<file path="src/rtl/gpio_irq_pkg.sv">
package gpio_irq_pkg;

   typedef enum logic [1:0] {
      SENSE_LEVEL = 2'd0,
      SENSE_RISE  = 2'd1,
      SENSE_FALL  = 2'd2,
      SENSE_ANY   = 2'd3
   } sense_e;

   // Map the three per-pin configuration bits to a sensing mode.
   function automatic sense_e sense_decode(input logic use_edge,
                                           input logic any_edge,
                                           input logic pol);
      sense_e m;
      if (!use_edge)     m = SENSE_LEVEL;
      else if (any_edge) m = SENSE_ANY;
      else if (pol)      m = SENSE_FALL;
      else               m = SENSE_RISE;
      return m;
   endfunction

endpackage

</file>
<file path="src/rtl/gpio_irq_sync.sv">
module gpio_irq_sync #(
   parameter int WIDTH  = 16,
   parameter int STAGES = 2
) (
   input  logic             clk,
   input  logic             rst_n,
   input  logic [WIDTH-1:0] d_i,
   output logic [WIDTH-1:0] q_o
);

   localparam int LAST = STAGES - 1;

   if (STAGES < 2) begin : g_bad_stages
      $error("gpio_irq_sync: STAGES must be at least 2");
   end

   logic [WIDTH-1:0] chain [STAGES];

   for (genvar s = 0; s < STAGES; s++) begin : g_stage
      if (s == 0) begin : g_first
         always_ff @(posedge clk or negedge rst_n) begin
            if (!rst_n) chain[s] <= '0;
            else        chain[s] <= d_i;
         end
      end else begin : g_next
         always_ff @(posedge clk or negedge rst_n) begin
            if (!rst_n) chain[s] <= '0;
            else        chain[s] <= chain[s-1];
         end
      end
   end

   assign q_o = chain[LAST];

endmodule

</file>
<file path="src/rtl/gpio_irq_pin_detect.sv">
module gpio_irq_pin_detect
   import gpio_irq_pkg::*;
(
   input  logic clk,
   input  logic rst_n,
   input  logic lvl_i,
   input  logic dir_i,
   input  logic inen_i,
   input  logic edge_i,
   input  logic both_i,
   input  logic polar_i,
   output logic prev_o,
   output logic pend_o
);

   sense_e mode;
   logic   eligible;
   logic   rose;
   logic   fell;
   logic   hit;
   logic   prev_q;
   logic   pend_q;

   assign mode     = sense_decode(edge_i, both_i, polar_i);
   assign eligible = !dir_i && inen_i;
   assign rose     = lvl_i && !prev_q;
   assign fell     = !lvl_i && prev_q;

   always_comb begin
      unique case (mode)
         SENSE_LEVEL: hit = lvl_i ^ polar_i;
         SENSE_RISE:  hit = rose;
         SENSE_FALL:  hit = fell;
         SENSE_ANY:   hit = rose | fell;
         default:     hit = 1'b0;
      endcase
   end

   // The previous level tracks every cycle, so re-enabling never sees a stale edge.
   always_ff @(posedge clk or negedge rst_n) begin
      if (!rst_n) begin
         prev_q <= 1'b0;
         pend_q <= 1'b0;
      end else begin
         prev_q <= lvl_i;
         pend_q <= eligible && hit;
      end
   end

   assign prev_o = prev_q;
   assign pend_o = pend_q;

endmodule

</file>
<file path="src/rtl/gpio_irq_combine.sv">
module gpio_irq_combine #(
   parameter int WIDTH   = 16,
   parameter int NUM_OUT = 2
) (
   input  logic [WIDTH-1:0]              pend_i,
   input  logic [NUM_OUT-1:0][WIDTH-1:0] mask_i,
   output logic [NUM_OUT-1:0]            irq_o
);

   if (NUM_OUT < 1) begin : g_bad_out
      $error("gpio_irq_combine: NUM_OUT must be at least 1");
   end

   for (genvar o = 0; o < NUM_OUT; o++) begin : g_out
      assign irq_o[o] = |(pend_i & mask_i[o]);
   end

endmodule

</file>
<file path="src/rtl/gpio_irq_sense.sv">
module gpio_irq_sense #(
   parameter int NUM_PINS    = 16,
   parameter int SYNC_STAGES = 2
) (
   input  logic                clk,
   input  logic                rst_n,
   input  logic [NUM_PINS-1:0] pin_raw,
   input  logic [NUM_PINS-1:0] cfg_dir,
   input  logic [NUM_PINS-1:0] cfg_inen,
   input  logic [NUM_PINS-1:0] cfg_edge,
   input  logic [NUM_PINS-1:0] cfg_both,
   input  logic [NUM_PINS-1:0] cfg_polar,
   input  logic [NUM_PINS-1:0] mask_a,
   input  logic [NUM_PINS-1:0] mask_b,
   output logic [NUM_PINS-1:0] pend_o,
   output logic                irq_a,
   output logic                irq_b
);

   localparam int NUM_REQ = 2;

   if (NUM_PINS < 1 || NUM_PINS > 64) begin : g_bad_pins
      $error("gpio_irq_sense: NUM_PINS must be 1..64");
   end

   logic [NUM_PINS-1:0]              sync_lvl;
   logic [NUM_PINS-1:0]              prev_lvl;
   logic [NUM_REQ-1:0][NUM_PINS-1:0] req_mask;
   logic [NUM_REQ-1:0]               req;

   gpio_irq_sync #(
      .WIDTH  (NUM_PINS),
      .STAGES (SYNC_STAGES)
   ) i_sync (
      .clk   (clk),
      .rst_n (rst_n),
      .d_i   (pin_raw),
      .q_o   (sync_lvl)
   );

   for (genvar p = 0; p < NUM_PINS; p++) begin : g_pin
      gpio_irq_pin_detect i_det (
         .clk     (clk),
         .rst_n   (rst_n),
         .lvl_i   (sync_lvl[p]),
         .dir_i   (cfg_dir[p]),
         .inen_i  (cfg_inen[p]),
         .edge_i  (cfg_edge[p]),
         .both_i  (cfg_both[p]),
         .polar_i (cfg_polar[p]),
         .prev_o  (prev_lvl[p]),
         .pend_o  (pend_o[p])
      );
   end

   assign req_mask[0] = mask_a;
   assign req_mask[1] = mask_b;

   gpio_irq_combine #(
      .WIDTH   (NUM_PINS),
      .NUM_OUT (NUM_REQ)
   ) i_combine (
      .pend_i (pend_o),
      .mask_i (req_mask),
      .irq_o  (req)
   );

   assign irq_a = req[0];
   assign irq_b = req[1];

endmodule

</file>
<file path="config.mk">
export PLATFORM = sky130hd
export DESIGN_NAME = gpio_irq_sense
export DESIGN_NICKNAME = d
export VERILOG_FILES = /design/src/rtl/gpio_irq_pkg.sv /design/src/rtl/gpio_irq_sync.sv /design/src/rtl/gpio_irq_pin_detect.sv /design/src/rtl/gpio_irq_combine.sv /design/src/rtl/gpio_irq_sense.sv
export SDC_FILE = /design/constraint.sdc
export NUM_CORES = 1
export LEC_CHECK = 0
export ABC_AREA = 1
export BUFFER_PORTS_ARGS = -buffer_cell sky130_fd_sc_hd__buf_4
export CAP_MARGIN = 40
export CORE_MARGIN = 4
export CORE_UTILIZATION = 49
export DETAILED_ROUTE_END_ITERATION = 16
export PLACE_DENSITY_LB_ADDON = 0.08
export SLEW_MARGIN = 15
export SYNTH_ARGS = -nofsm -noshare
export SYNTH_HDL_FRONTEND = slang
export SYNTH_SLANG_ARGS = --single-unit
</file>
<file path="constraint.sdc">
create_clock -name clk -period 1.4 [get_ports clk]
set_clock_uncertainty 0.05 [all_clocks]
set_input_delay 0.14 -clock clk [delete_from_list [all_inputs] [get_ports clk]]
set_output_delay 0.14 -clock clk [all_outputs]
set_load 0.02 [all_outputs]
</file>
======== Yosys cells after proc, flatten, opt, wreduce, memory -nomap -nowiden ========
Index checks and enable logic that the tools add are counted.
word-level totals
  logic and storage cells ................. 310
  register bits ........................... 64
  output and inout port bits .............. 18
  bits of input ports ..................... 130
cells by class
  mux-type cells .......................... 64
  reduce and logical (&&, ||, !) cells .... 130
  equal/unequal tests ..................... 48
  bitwise operators ....................... 34
operators by type and width
  cell                                           number
  2-to-1 mux 2 bit                               48
  == test 2 bit, second input constant           32
  logical AND 1 bit                              64
  one-hot mux 1 bit (4 select lines)             16
  logical NOT 1 bit                              48
  AND 16 bit                                     2
  == test 2 x 1 -> 1 bit, second input constant  16
  logical NOT 2 bit                              16
  OR reduction 16 bit                            2
  OR 1 bit                                       16
  XOR 1 bit                                      16

======== Depth between registers and ports, before layout ========
  depth in word-level cells ............... 6
  gate-level depth with buffers ........... 8
  gate-level depth less buffers ........... 8

======== Hierarchy ========
A second synthesis with hierarchy kept.
second synthesis, totals
  cells, all modules ...................... 518
  area, all modules ....................... 3,851.2 um^2
modules (own cells, without submodules)
  module               area an instance (um^2)  cells each  seq. area each (um^2)  instances
  gpio_irq_pin_detect  166.4                    25          50.0                   16
  gpio_irq_sync        920.9                    48          800.8                  1
  gpio_irq_combine     267.8                    70          0.0                    1

======== Least setup slack after synthesis ========
Ideal clock, no wire load.
  path type ............................... register to register
  start point ............................. reg i_sync.chain (netlist bit i_sync.q_o[0])
  end point ............................... reg g_pin[0].i_det.pend_q
  setup time .............................. 114 ps
  required time ........................... 1,236 ps
  arrival ................................. 885 ps
  cell stages (with the launch flop) ...... 7
  path buffers ............................ 0
  slack ................................... 351 ps
  period minus slack after synthesis ...... 1,049 ps
  path through ............................ dfrtp_1 ha_1 nor2_1 nor2_1 nand2_1 inv_1 nor2_2
between the ends
  word-level cells in the longest chain between the ends .. 5
  elaborated cells on any way between the ends .. 7
  classes of those cells .................. mux (1); bitwise (2); reduce/logical (4)
ends and longest elaborated chain
  item                                  RTL line                   text
  from (decl)                           gpio_irq_sync.sv:17        logic [WIDTH-1:0] chain [STAGES];
  from (signal, indexed assignment)     gpio_irq_sync.sv:28        else chain[s] <= chain[s-1];
  logical NOT 1 bit                     gpio_irq_pin_detect.sv:27  assign fell = !lvl_i && prev_q;
  logical AND 1 bit                     gpio_irq_pin_detect.sv:27
  OR 1 bit                              gpio_irq_pin_detect.sv:34  SENSE_ANY: hit = rose | fell;
  one-hot mux 1 bit (4 select lines) *  gpio_irq_pin_detect.sv:30  unique case (mode)
  logical AND 1 bit *                   gpio_irq_pin_detect.sv:46  pend_q <= eligible && hit;
  to (signal assigned)                  gpio_irq_pin_detect.sv:46
  to (decl)                             gpio_irq_pin_detect.sv:22  logic pend_q;
Every way passes the cells marked *; elsewhere a longest branch is shown, timed or not.

======== Final worst setup path ========
  start point ............................. reg g_pin[15].i_det.pend_q
  end point ............................... out irq_a
between the ends
  word-level cells in the longest chain between the ends .. 2
ends and longest elaborated chain
  item                    RTL line                   text
  from (decl)             gpio_irq_pin_detect.sv:22
  from (signal assigned)  gpio_irq_pin_detect.sv:46
  AND 16 bit              gpio_irq_combine.sv:15     assign irq_o[o] = |(pend_i & mask_i[o]);
  OR reduction 16 bit     gpio_irq_combine.sv:15
  to (decl)               gpio_irq_sense.sv:16       output logic irq_a,
No other way between the ends.

==> impl_metrics.toml <==
[final_layout]
syn2layout_area_growth_pct = 43.8
drive_above_1_share_pct = 27.2
final_cells = 795
fin_util_pct = 73.2
design_area_mm2 = 0.00537
antenna_cells = 0
final_nets = 854

[logic_synthesis]
ys_warn_count = 0
yosys.area_share.simple_pct = 27.4
synth_cell_types = 10
synthAdderAreaFrac_pct = 10.7
syn_inst = 518
synthMuxAreaShare_pct = 0
synth_top_family_by_area = "simple AND/OR/NAND/NOR gates"
synth_compound_area_share_pct = 0
synth_seq_area_share_pct = 42.9
syn_area_mm2 = 0.00373
syn-num-nets = 680
synth-xor-area-share_pct = 0
ys_ff_latch = 64
synth.avg_cell_area_um2 = 7.20

[global_routing]
grt_pass1_wl_mm = 14.3
antenna_found_initial = 0
top_usage_layer = "met2"
overflow = 0
grt_max_degree = 30
gr-usage-met1_pct = 22.4
grt.met3_usage_pct = 3.87
grt_pass1_vias = 3480
grt_use_total_pct = 20.3
grtUsageMet2_pct = 37.9

[worst_setup_path]
worstPathRequired_ps = 1210
crit_fanout = 3
r2r-end = "g_pin[12].i_det.pend_o"
ff2ff_path_depth = 6
arrival_ps = 1280
r2r_start = "i_sync.q_o[12]"
reg2reg_slack_ps = 260
endpoint_kind = "primary output"
worstSetupStartpointType = "flip-flop"
path_class = "reg -> out"

[routing]
drc = 0
drtAntennaViolNets = 0
drt_pass1_iterations = 4
routed-via-count = 3399
routedWlPerCell_um = 10.7
wirelength_mm = 8.50
vias_per_cell = 4.28
drt_iter0_markers = 46

[sta]
min_period_ps = 1470
timing.final.crit_share_pct = 105
rsz0062_at_grt = "true"
fmax_mhz = 681
setup_ws_ps = -67.9
max_slew_margin_pct = 75.2
hold_slack_ps = 15.2
slew_violations = 0
setup-tns-final_ps = -131
setup_viol = 2
hold_viol = 0
worst_pin_slew_ps = 372

[hold_path]
min_from = "cfg_dir[7]"
min_to = "g_pin[7].i_det.pend_o"
hold_depth = 4
worstHoldPathType = "in -> reg"

[clock_network]
clk_pin_slew_ps = 60
htreeDepth = 3
clkSinkCount = 64
cts_tree = "built"
clk_path_buf_depth = 2
numCtsBuffers = 9
clock_latency_ps = 330
cts_root_buf = "clkbuf_8"

[placement]
place_area_mm2 = 0.00487
io_buffers = 147
place.gp.congestion = 0.849
place_inst = 750
dp_slack_ps = 197
dp_hpwl_mm = 6.77

[power_and_ir_drop]
leakage_nw = 3.29
p_per_area_mw_per_mm2 = 831
peakVddDrop_mv = 0.658
totalPowerFinal_mw = 4.46

[outcome]
violations = "negative setup slack"
status = "finished, violations left"

[floorplanning]
coreArea_mm2 = 0.00733
die_area_mm2 = 0.00907
die_w_um = 95.3
io_pins = 148
dieHeight_um = 95.3
initial_utilization_pct = 50.9
rows = 31

[flow_run]
drv_cap = 0
routing by layer:
layer	routed length, um	part of all wire (%)
met2	4600	54
met4	154	1.8
met5	0	0
met3	496	5.8
met1	3260	38
cell usage after synthesis:
cell type  count  area share (%)
nand4_1        2            0.34
ha_1          32              11
inv_2          1            0.10
nor2_2        16             2.7
nand2_1      148              15
buf_4         16             3.2
nand3_1       32             4.3
inv_1        155              16
nor2_1        52             5.2
dfrtp_1       64              43
where the power goes:
part | switching, mW | internal [mW] | leakage, nW
combinational | 0.424 | 0.510 | 2.42
clock | 0.662 | 0.852 | 0.0989
sequential | 0.0642 | 1.94 | 0.775
total | 1.15 | 3.31 | 3.29
kinds of logic after synthesis:
group	after synthesis
buffers and inverters	172
flip-flops	64
AND/OR/NAND/NOR	250
adder cells (fa/ha/maj)	32
worst max-delay path: stages, from the launching register on:
cell and delay (ps):
dfrtp_1 400, nand2_1 100, nand2_1 50, inv_1 40
nand2_1 50, nor2_2 100, nand2_1 70, buf_6 130
layout by cell type (no fill, tap or decap), drive strengths merged:
| cell type | n |
|---|---|
| buf | 152 |
| bufinv | 1 |
| clkbuf | 11 |
| clkinv | 3 |
| dfrtp | 64 |
| dlygate4sd3 | 27 |
| ha | 32 |
| inv | 156 |
| nand2 | 148 |
| nand3 | 32 |
| nand4 | 2 |
| nor2 | 68 |
sequential cells by signal, summed over array words and instances, names as in the netlist:
| name | flops |
|---|---|
| i_sync.chain | 16 |
| g_pin.i_det.prev_o | 16 |
| i_sync.q_o | 16 |
| g_pin.i_det.pend_o | 16 |
worst max path at each step:
stage	startpoint	endpoint	slack (ps)	cells after the start
floorplan	i_sync.q_o[0]	g_pin[0].i_det.pend_o	350	6
global placement	g_pin[2].i_det.pend_o	irq_a	220	7
detailed placement	g_pin[2].i_det.pend_o	irq_a	200	7
CTS	g_pin[3].i_det.pend_o	irq_a	-110	7
global route	g_pin[10].i_det.pend_o	irq_b	-180	7
finish	g_pin[15].i_det.pend_o	irq_a	-70	7
timing repair:
action                                  in CTS  in global routing
endpoints found under the hold margin       53                  0
endpoints found under the setup margin       2                  2
buffers inserted                             1                  2
gates resized for setup                      5                  3
hold buffers                                27                  0
pin swaps                                    6                  0
cell type report:
type / count / area (um^2)
Multi-Input combinational cell: 282 / 1440
Clock inverter: 4 / 45.0
Tap cell: 99 / 124
Fill cell: 578 / 1970
Clock buffer: 11 / 141
Inverter: 156 / 586
Sequential cell: 64 / 1600
Timing Repair Buffer: 179 / 1430
Note: power is estimated with default switching activity, not from simulation.
